[src/rtl/dma3_pkg.sv]
package dma3_pkg;

  localparam int DATA_W   = 16;
  localparam int CH_IDX_W = 2;

  localparam int CB_EN    = 0;
  localparam int CB_WIDE  = 1;
  localparam int CB_TOPER = 2;
  localparam int CB_TC    = 3;

  typedef enum logic [1:0] {
    REG_PERIPH = 2'd0,
    REG_MEM    = 2'd1,
    REG_COUNT  = 2'd2,
    REG_CTRL   = 2'd3
  } cfgReg_t;

  typedef enum logic [1:0] {
    ST_IDLE = 2'd0,
    ST_HOLD = 2'd1,
    ST_RD   = 2'd2,
    ST_WR   = 2'd3
  } xferState_t;

  typedef struct packed {
    logic                grant;
    logic [CH_IDX_W-1:0] ch;
    logic                capture;
    logic                finish;
    logic                phaseWr;
  } dmaCmd_t;

endpackage

[src/rtl/dma3_ctrl.sv]
module dma3_ctrl
  import dma3_pkg::*;
#(
  parameter int NUM_CH = 3
) (
  input  logic              clk,
  input  logic              rstN,
  input  logic [NUM_CH-1:0] req,
  input  logic [NUM_CH-1:0] enMask,
  input  logic              busGnt,
  input  logic              busRdy,
  output logic              busReq,
  output logic              busValid,
  output logic              busWe,
  output dmaCmd_t           cmd
);

  xferState_t state, stateNxt;
  logic [NUM_CH-1:0]   pending;
  logic [NUM_CH-1:0]   ready;
  logic [NUM_CH-1:0]   grantMask;
  logic [CH_IDX_W-1:0] pickCh;
  logic                anyReady;

  assign ready = pending & enMask;

  // Fixed priority: lowest index wins, written last.
  always_comb begin
    pickCh   = '0;
    anyReady = 1'b0;
    for (int i = NUM_CH - 1; i >= 0; i--) begin
      if (ready[i]) begin
        pickCh   = CH_IDX_W'(i);
        anyReady = 1'b1;
      end
    end
  end

  always_comb begin
    cmd.grant   = (state == ST_IDLE) && anyReady;
    cmd.ch      = pickCh;
    cmd.capture = (state == ST_RD) && busRdy;
    cmd.finish  = (state == ST_WR) && busRdy;
    cmd.phaseWr = (state == ST_WR);
  end

  generate
    for (genvar g = 0; g < NUM_CH; g++) begin : g_gmask
      assign grantMask[g] = cmd.grant && (pickCh == CH_IDX_W'(g));
    end
  endgenerate

  always_ff @(posedge clk) begin
    if (!rstN) pending <= '0;
    else       pending <= ((pending & ~grantMask) | req) & enMask;
  end

  always_comb begin
    stateNxt = state;
    unique case (state)
      ST_IDLE: if (anyReady) stateNxt = ST_HOLD;
      ST_HOLD: if (busGnt)   stateNxt = ST_RD;
      ST_RD:   if (busRdy)   stateNxt = ST_WR;
      ST_WR:   if (busRdy)   stateNxt = ST_IDLE;
      default:               stateNxt = ST_IDLE;
    endcase
  end

  always_ff @(posedge clk) begin
    if (!rstN) state <= ST_IDLE;
    else       state <= stateNxt;
  end

  assign busReq   = (state != ST_IDLE);
  assign busValid = (state == ST_RD) || (state == ST_WR);
  assign busWe    = (state == ST_WR);

endmodule

[src/rtl/dma3_datapath.sv]
module dma3_datapath
  import dma3_pkg::*;
#(
  parameter int NUM_CH = 3,
  parameter int ADDR_W = 16,
  parameter int CNT_W  = 8
) (
  input  logic                clk,
  input  logic                rstN,
  input  dmaCmd_t             cmd,
  input  logic                cfgWe,
  input  logic [CH_IDX_W-1:0] cfgSel,
  input  logic [1:0]          cfgReg,
  input  logic [DATA_W-1:0]   cfgWdata,
  output logic [DATA_W-1:0]   cfgRdata,
  input  logic [DATA_W-1:0]   busRdata,
  output logic [ADDR_W-1:0]   busAddr,
  output logic                busWide,
  output logic [DATA_W-1:0]   busWdata,
  output logic [NUM_CH-1:0]   enMask,
  output logic [NUM_CH-1:0]   tcMask
);

  logic [CH_IDX_W-1:0] curCh;
  logic [DATA_W-1:0]   holdQ;

  logic [NUM_CH-1:0][DATA_W-1:0] perV;
  logic [NUM_CH-1:0][ADDR_W-1:0] memV;
  logic [NUM_CH-1:0][CNT_W-1:0]  cntV;
  logic [NUM_CH-1:0]             wideV, toPerV;

  always_ff @(posedge clk) begin
    if (!rstN) begin
      curCh <= '0;
      holdQ <= '0;
    end else begin
      if (cmd.grant)   curCh <= cmd.ch;
      if (cmd.capture) holdQ <= busRdata;
    end
  end

  generate
    for (genvar g = 0; g < NUM_CH; g++) begin : g_ch
      logic [8:0]        perBits;
      logic [ADDR_W-1:0] memQ;
      logic [CNT_W-1:0]  cntQ;
      logic              enQ, wideQ, toPerQ, tcQ;
      logic              hit, sel;

      assign hit = cmd.finish && (curCh == CH_IDX_W'(g));
      assign sel = cfgWe && (cfgSel == CH_IDX_W'(g));

      always_ff @(posedge clk) begin
        if (!rstN) begin
          perBits <= '0;
          memQ    <= '0;
          cntQ    <= '0;
          enQ     <= 1'b0;
          wideQ   <= 1'b0;
          toPerQ  <= 1'b0;
          tcQ     <= 1'b0;
        end else if (hit) begin
          memQ <= memQ + (wideQ ? ADDR_W'(2) : ADDR_W'(1));
          if (cntQ == '0) begin
            tcQ <= 1'b1;
            enQ <= 1'b0;
          end else begin
            cntQ <= cntQ - CNT_W'(1);
          end
        end else if (sel) begin
          unique case (cfgReg)
            REG_PERIPH: perBits <= cfgWdata[9:1];
            REG_MEM:    memQ    <= ADDR_W'(cfgWdata);
            REG_COUNT:  cntQ    <= cfgWdata[CNT_W-1:0];
            default: begin
              enQ    <= cfgWdata[CB_EN];
              wideQ  <= cfgWdata[CB_WIDE];
              toPerQ <= cfgWdata[CB_TOPER];
              tcQ    <= cfgWdata[CB_TC];
            end
          endcase
        end
      end

      assign perV[g]   = {6'b0, perBits, 1'b0};
      assign memV[g]   = memQ;
      assign cntV[g]   = cntQ;
      assign enMask[g] = enQ;
      assign tcMask[g] = tcQ;
      assign wideV[g]  = wideQ;
      assign toPerV[g] = toPerQ;
    end
  endgenerate

  logic [DATA_W-1:0] curPer;
  logic [ADDR_W-1:0] curMem;
  logic              curWide, curToPer;
  logic [ADDR_W-1:0] srcAddr, dstAddr;

  always_comb begin
    curPer   = '0;
    curMem   = '0;
    curWide  = 1'b0;
    curToPer = 1'b0;
    for (int i = 0; i < NUM_CH; i++) begin
      if (curCh == CH_IDX_W'(i)) begin
        curPer   = perV[i];
        curMem   = memV[i];
        curWide  = wideV[i];
        curToPer = toPerV[i];
      end
    end
  end

  assign srcAddr  = curToPer ? curMem : ADDR_W'(curPer);
  assign dstAddr  = curToPer ? ADDR_W'(curPer) : curMem;
  assign busAddr  = cmd.phaseWr ? dstAddr : srcAddr;
  assign busWide  = curWide;
  assign busWdata = curWide ? holdQ : {8'h00, holdQ[7:0]};

  always_comb begin
    cfgRdata = '0;
    for (int i = 0; i < NUM_CH; i++) begin
      if (cfgSel == CH_IDX_W'(i)) begin
        unique case (cfgReg)
          REG_PERIPH: cfgRdata = perV[i];
          REG_MEM:    cfgRdata = DATA_W'(memV[i]);
          REG_COUNT:  cfgRdata = DATA_W'(cntV[i]);
          default:    cfgRdata = {12'h000, tcMask[i], toPerV[i], wideV[i], enMask[i]};
        endcase
      end
    end
  end

endmodule

[src/rtl/dma3_engine.sv]
module dma3_engine
  import dma3_pkg::*;
#(
  parameter int NUM_CH    = 3,
  parameter int ADDR_W    = 16,
  parameter int MAX_XFERS = 256
) (
  input  logic                clk,
  input  logic                rstN,
  input  logic                cfgWe,
  input  logic [CH_IDX_W-1:0] cfgSel,
  input  logic [1:0]          cfgReg,
  input  logic [DATA_W-1:0]   cfgWdata,
  output logic [DATA_W-1:0]   cfgRdata,
  input  logic [NUM_CH-1:0]   dmaReq,
  output logic                busReq,
  input  logic                busGnt,
  output logic                busValid,
  output logic                busWe,
  output logic                busWide,
  output logic [ADDR_W-1:0]   busAddr,
  output logic [DATA_W-1:0]   busWdata,
  input  logic [DATA_W-1:0]   busRdata,
  input  logic                busRdy,
  output logic [NUM_CH-1:0]   irq
);

  localparam int CNT_W = $clog2(MAX_XFERS);

  dmaCmd_t           cmd;
  logic [NUM_CH-1:0] enMask;
  logic [NUM_CH-1:0] tcMask;

  dma3_ctrl #(.NUM_CH(NUM_CH)) u_ctrl (
    .clk      (clk),
    .rstN     (rstN),
    .req      (dmaReq),
    .enMask   (enMask),
    .busGnt   (busGnt),
    .busRdy   (busRdy),
    .busReq   (busReq),
    .busValid (busValid),
    .busWe    (busWe),
    .cmd      (cmd)
  );

  dma3_datapath #(.NUM_CH(NUM_CH), .ADDR_W(ADDR_W), .CNT_W(CNT_W)) u_dp (
    .clk      (clk),
    .rstN     (rstN),
    .cmd      (cmd),
    .cfgWe    (cfgWe),
    .cfgSel   (cfgSel),
    .cfgReg   (cfgReg),
    .cfgWdata (cfgWdata),
    .cfgRdata (cfgRdata),
    .busRdata (busRdata),
    .busAddr  (busAddr),
    .busWide  (busWide),
    .busWdata (busWdata),
    .enMask   (enMask),
    .tcMask   (tcMask)
  );

  assign irq = tcMask;

endmodule

[config.mk]
export PLATFORM = sky130hd
export DESIGN_NAME = dma3_engine
export DESIGN_NICKNAME = d
export VERILOG_FILES = /design/src/rtl/dma3_pkg.sv /design/src/rtl/dma3_ctrl.sv /design/src/rtl/dma3_datapath.sv /design/src/rtl/dma3_engine.sv
export SDC_FILE = /design/constraint.sdc
export NUM_CORES = 1
export LEC_CHECK = 0
export BUFFER_PORTS_ARGS = -buffer_cell sky130_fd_sc_hd__buf_2
export CAP_MARGIN = 20
export CORE_MARGIN = 4
export CORE_UTILIZATION = 50
export DETAILED_ROUTE_END_ITERATION = 16
export PLACE_DENSITY = 0.72
export SLEW_MARGIN = 10
export SYNTH_ARGS = -nofsm -noshare
export SYNTH_HDL_FRONTEND = slang
export SYNTH_SLANG_ARGS = --single-unit
[constraint.sdc]
create_clock -name clk -period 1.91 [get_ports clk]
set_input_delay 0 -clock clk [delete_from_list [all_inputs] [get_ports clk]]
set_output_delay 0 -clock clk [all_outputs]
set_load 0.005 [all_outputs]
==> metrics.cfg <==
[outcome]
outcome = complete, but fails checks
violations = negative setup slack

[timing]
finalCriticalPeriod_ps = 2120
drv_slew = 0
grt_setup_unrepaired = true
setup_slack_ps = -206
worstMarginPinSlew_ps = 614
finClkSkew_ps = 7.69
slew_headroom_pct = 58.9
fmax_mhz = 473
setup_viol = 23
final.setup.tns_ps = -2740
hold_violations = 0
fin_crit_sh_pct = 111

[worst_setup_path]
path_common_cell = buf_12
path_delay_family = multiplexers
crit_arrival_ps = 2120
crit_required_ps = 1910
crit_chain = buf_12 > mux2i_4 > o22ai_4 > xor2_4 > buf_12 > mux2_4 > buf_2
critPathKind = reg2out
max_stage_delay_ps = 330
setup.worst_path.start_class = flip-flop
end_kind = output pin
crit_slowest_cell = dfxtp_2
crit_path_max_fanout = 9
cp.buffers_inverters = 3

[placed_design]
placedInstanceArea_sq_um = 10600
place_congestion = 0.973
port_buffers = 98
dp_hpwl_mm = 24.2

[clock_tree]
h-tree-depth = 4
cts_root_buf = clkbuf_16
ctsLongestPathBuffers = 2
insertion_delay_ps = 430
cts_tree = done
clk_pin_slew_ps = 60
cts_sinks = 134
cts_buffers = 17

[power]
static-leakage-power_uw = 0.00466
clockPowerShare_pct = 45.2
sequentialPowerShare_pct = 41.1
comb_power_share_pct = 13.7
finalPower_uw = 7070
power_density_nw_per_um2 = 593
switching_share_pct = 28.1
p_sw_uw = 1990
p_int_uw = 5080
irDropWorstVdd_uv = 588

[routing]
highest_layer = met4
vias = 10300
drc = 0
dr_wl_met3_mm = 3.42
drt-vias-per-instance = 6.54
drtPass1Iterations = 6
routed_wl_mm = 34.2
drtAntennaViolNets = 0
drt_iter0_drc = 1196
wire_per_inst_microns = 21.8
wl_met1_mm = 13.7
route.met2.wl_mm = 15.7

[floorplanning]
die_x_microns = 143
die_h_microns = 143
start_util_pct = 50.8
row_count = 49
coreArea_sq_um = 17900
die-area_sq_um = 20400
ios = 99

[global_route]
grt_max_degree = 45
gr-total-overflow = 0
track_usage_pct = 32.5
grt_pass1_wl_mm = 52.2
antenna_found_initial = 0
grt_pass1_vias = 9502

[synthesis]
synth_seq_cells = 134
synth_fp_nets = 1199
ys_top_cells_by_area = dfxtp_1, mux2i_1, a21oi_1, nor2_1, nand2_1
synth_ff_type = dfxtp_1
synth_seq_area_share_pct = 29.5
syn-cell-area_sq_um = 9090
synth.avg_cell_area_sq_um = 8.00
syn_inst = 1136
yosysWarnings = 0
synth_top_area_share_pct = 29.5
synth.most_common_cell = dfxtp_1
synth_edf_count = 0
synth.distinct_cells = 89
yosys.area.top_type = dfxtp_1
ys_async_sr_fraction_pct = 0
synth_commonest_cells = dfxtp_1, nor2_1, a21oi_1

[final_layout]
fillers = 1423
final_nets = 1389
multi_input_area_sq_um = 6160
regArea_sq_um = 2700
area_growth_syn_to_layout_pct = 31.2
drive_gt1_share_pct = 28.9
fin_area_sq_um = 11900
post-route-util_pct = 66.6
antenna_cells = 0

[job]
drv_cap = 0

[min_path]
min_path_type = in2reg

## metrics by stage
step	cells	worst slack (ps)	hold slack (ps)
floorplan	1136	-18.1	117
global placement	1490	-55.9	209
detailed placement	1490	-122	222
CTS	1555	-214	3.45
global route	1568	-248	28.4
finish	1568	-206	25.2
## area by class of cell
| type | instances | share of cell area (%) |
|---|---|---|
| Tap cell | 229 | 2.40 |
| Clock inverter | 14 | 1.07 |
| Sequential cell | 134 | 22.6 |
| Inverter | 35 | 1.11 |
| Timing Repair Buffer | 277 | 17.5 |
| Clock buffer | 18 | 3.68 |
| Multi-Input combinational cell | 861 | 51.6 |
## power groups by stage
stage,Clock [uW],Combinational (uW),Sequential (uW)
after floorplan,0,483,2950
after global placement,0,843,2950
after detailed placement,0,852,2950
after CTS,3190,909,2890
after global routing,3320,1030,2910
final,3200,968,2910
## cell usage in the layout (no fill, tap or decap), drive strengths merged, types with 7 or more instances in the layout
master       instances
o21ai               38
and3                13
nand2               92
dfxtp              134
a311oi              12
nor4                20
mux4                 7
nand3               35
clkinvlp             7
dlygate4sd3         28
o22ai               11
or4                  7
o211ai              16
or3                 11
a31oi               16
nor3                32
buf                249
inv                 35
a21oi              111
mux2i               85
nor2               115
nand4               18
clkbuf              18
and2                19
mux2                 9
ha                  16
o21a                 9
a22oi               10
a21boi              10
xnor2               10
a211oi              24
## flip-flops by register name, summed over array words and instances (netlist names)
name and flops:
u_dp.g_ch.tcQ 3, u_dp.g_ch.wideQ 3, u_dp.holdQ 16, u_dp.g_ch.enQ 3
u_ctrl.pending 3, u_dp.g_ch.cntQ 24, u_dp.g_ch.toPerQ 3, u_ctrl.state 2
u_dp.curCh 2, u_dp.g_ch.perBits 27, u_dp.g_ch.memQ 48
## logic make-up (layout without fill, tap and decap cells)
kind of cell    after synthesis  count (layout)  share of synthesized area, %
xor+xnor                     11              11                          1.27
buf+inv                     142             344                          7.13
compound gates              323             323                          23.9
flops                       134             134                          29.5
mux                         101             101                          12.2
simple gates                406             407                          23.1
fa+ha+maj                    19              19                          2.86
## tightest hold or removal path: stages
cell and delay (ps):
buf_2 190, mux2i_1 150, nor2_1 50
## final timing paths
path,from,slack (ps),to,cells past startpoint
setup / recovery,u_dp.curCh[0]$_SDFFE_PN0P_,-210,busAddr[9],7
hold / removal,cfgWdata[5],30,u_dp.g_ch[1].perBits[4]$_SDFFE_PN0P_,3
setup reg to reg,u_dp.g_ch[0].wideQ$_SDFFE_PN0P_,-130,u_dp.g_ch[0].memQ[12]$_SDFFE_PN0P_,8
hold reg to reg,u_dp.holdQ[14]$_SDFFE_PN0P_,450,u_dp.holdQ[14]$_SDFFE_PN0P_,2
## metal layers
metal | vias to the layer above | track usage (%)
met3 | 137 | 6.30
met4 | 0 | 14.2
met5 | - | 0
li1 | 4593 | -
met1 | 4898 | 43.4
met2 | 629 | 51.4
## repair_timing
item / CTS / global route
hold buffers: 28 / 0
cloned: 0 / 1
hold endpoints to repair: 38 / 0
pin swaps: 16 / 28
setup endpoints to repair: 55 / 75
gates resized for setup: 24 / 66
buffers inserted: 5 / 13
Note: power is estimated with default switching activity, not from simulation.
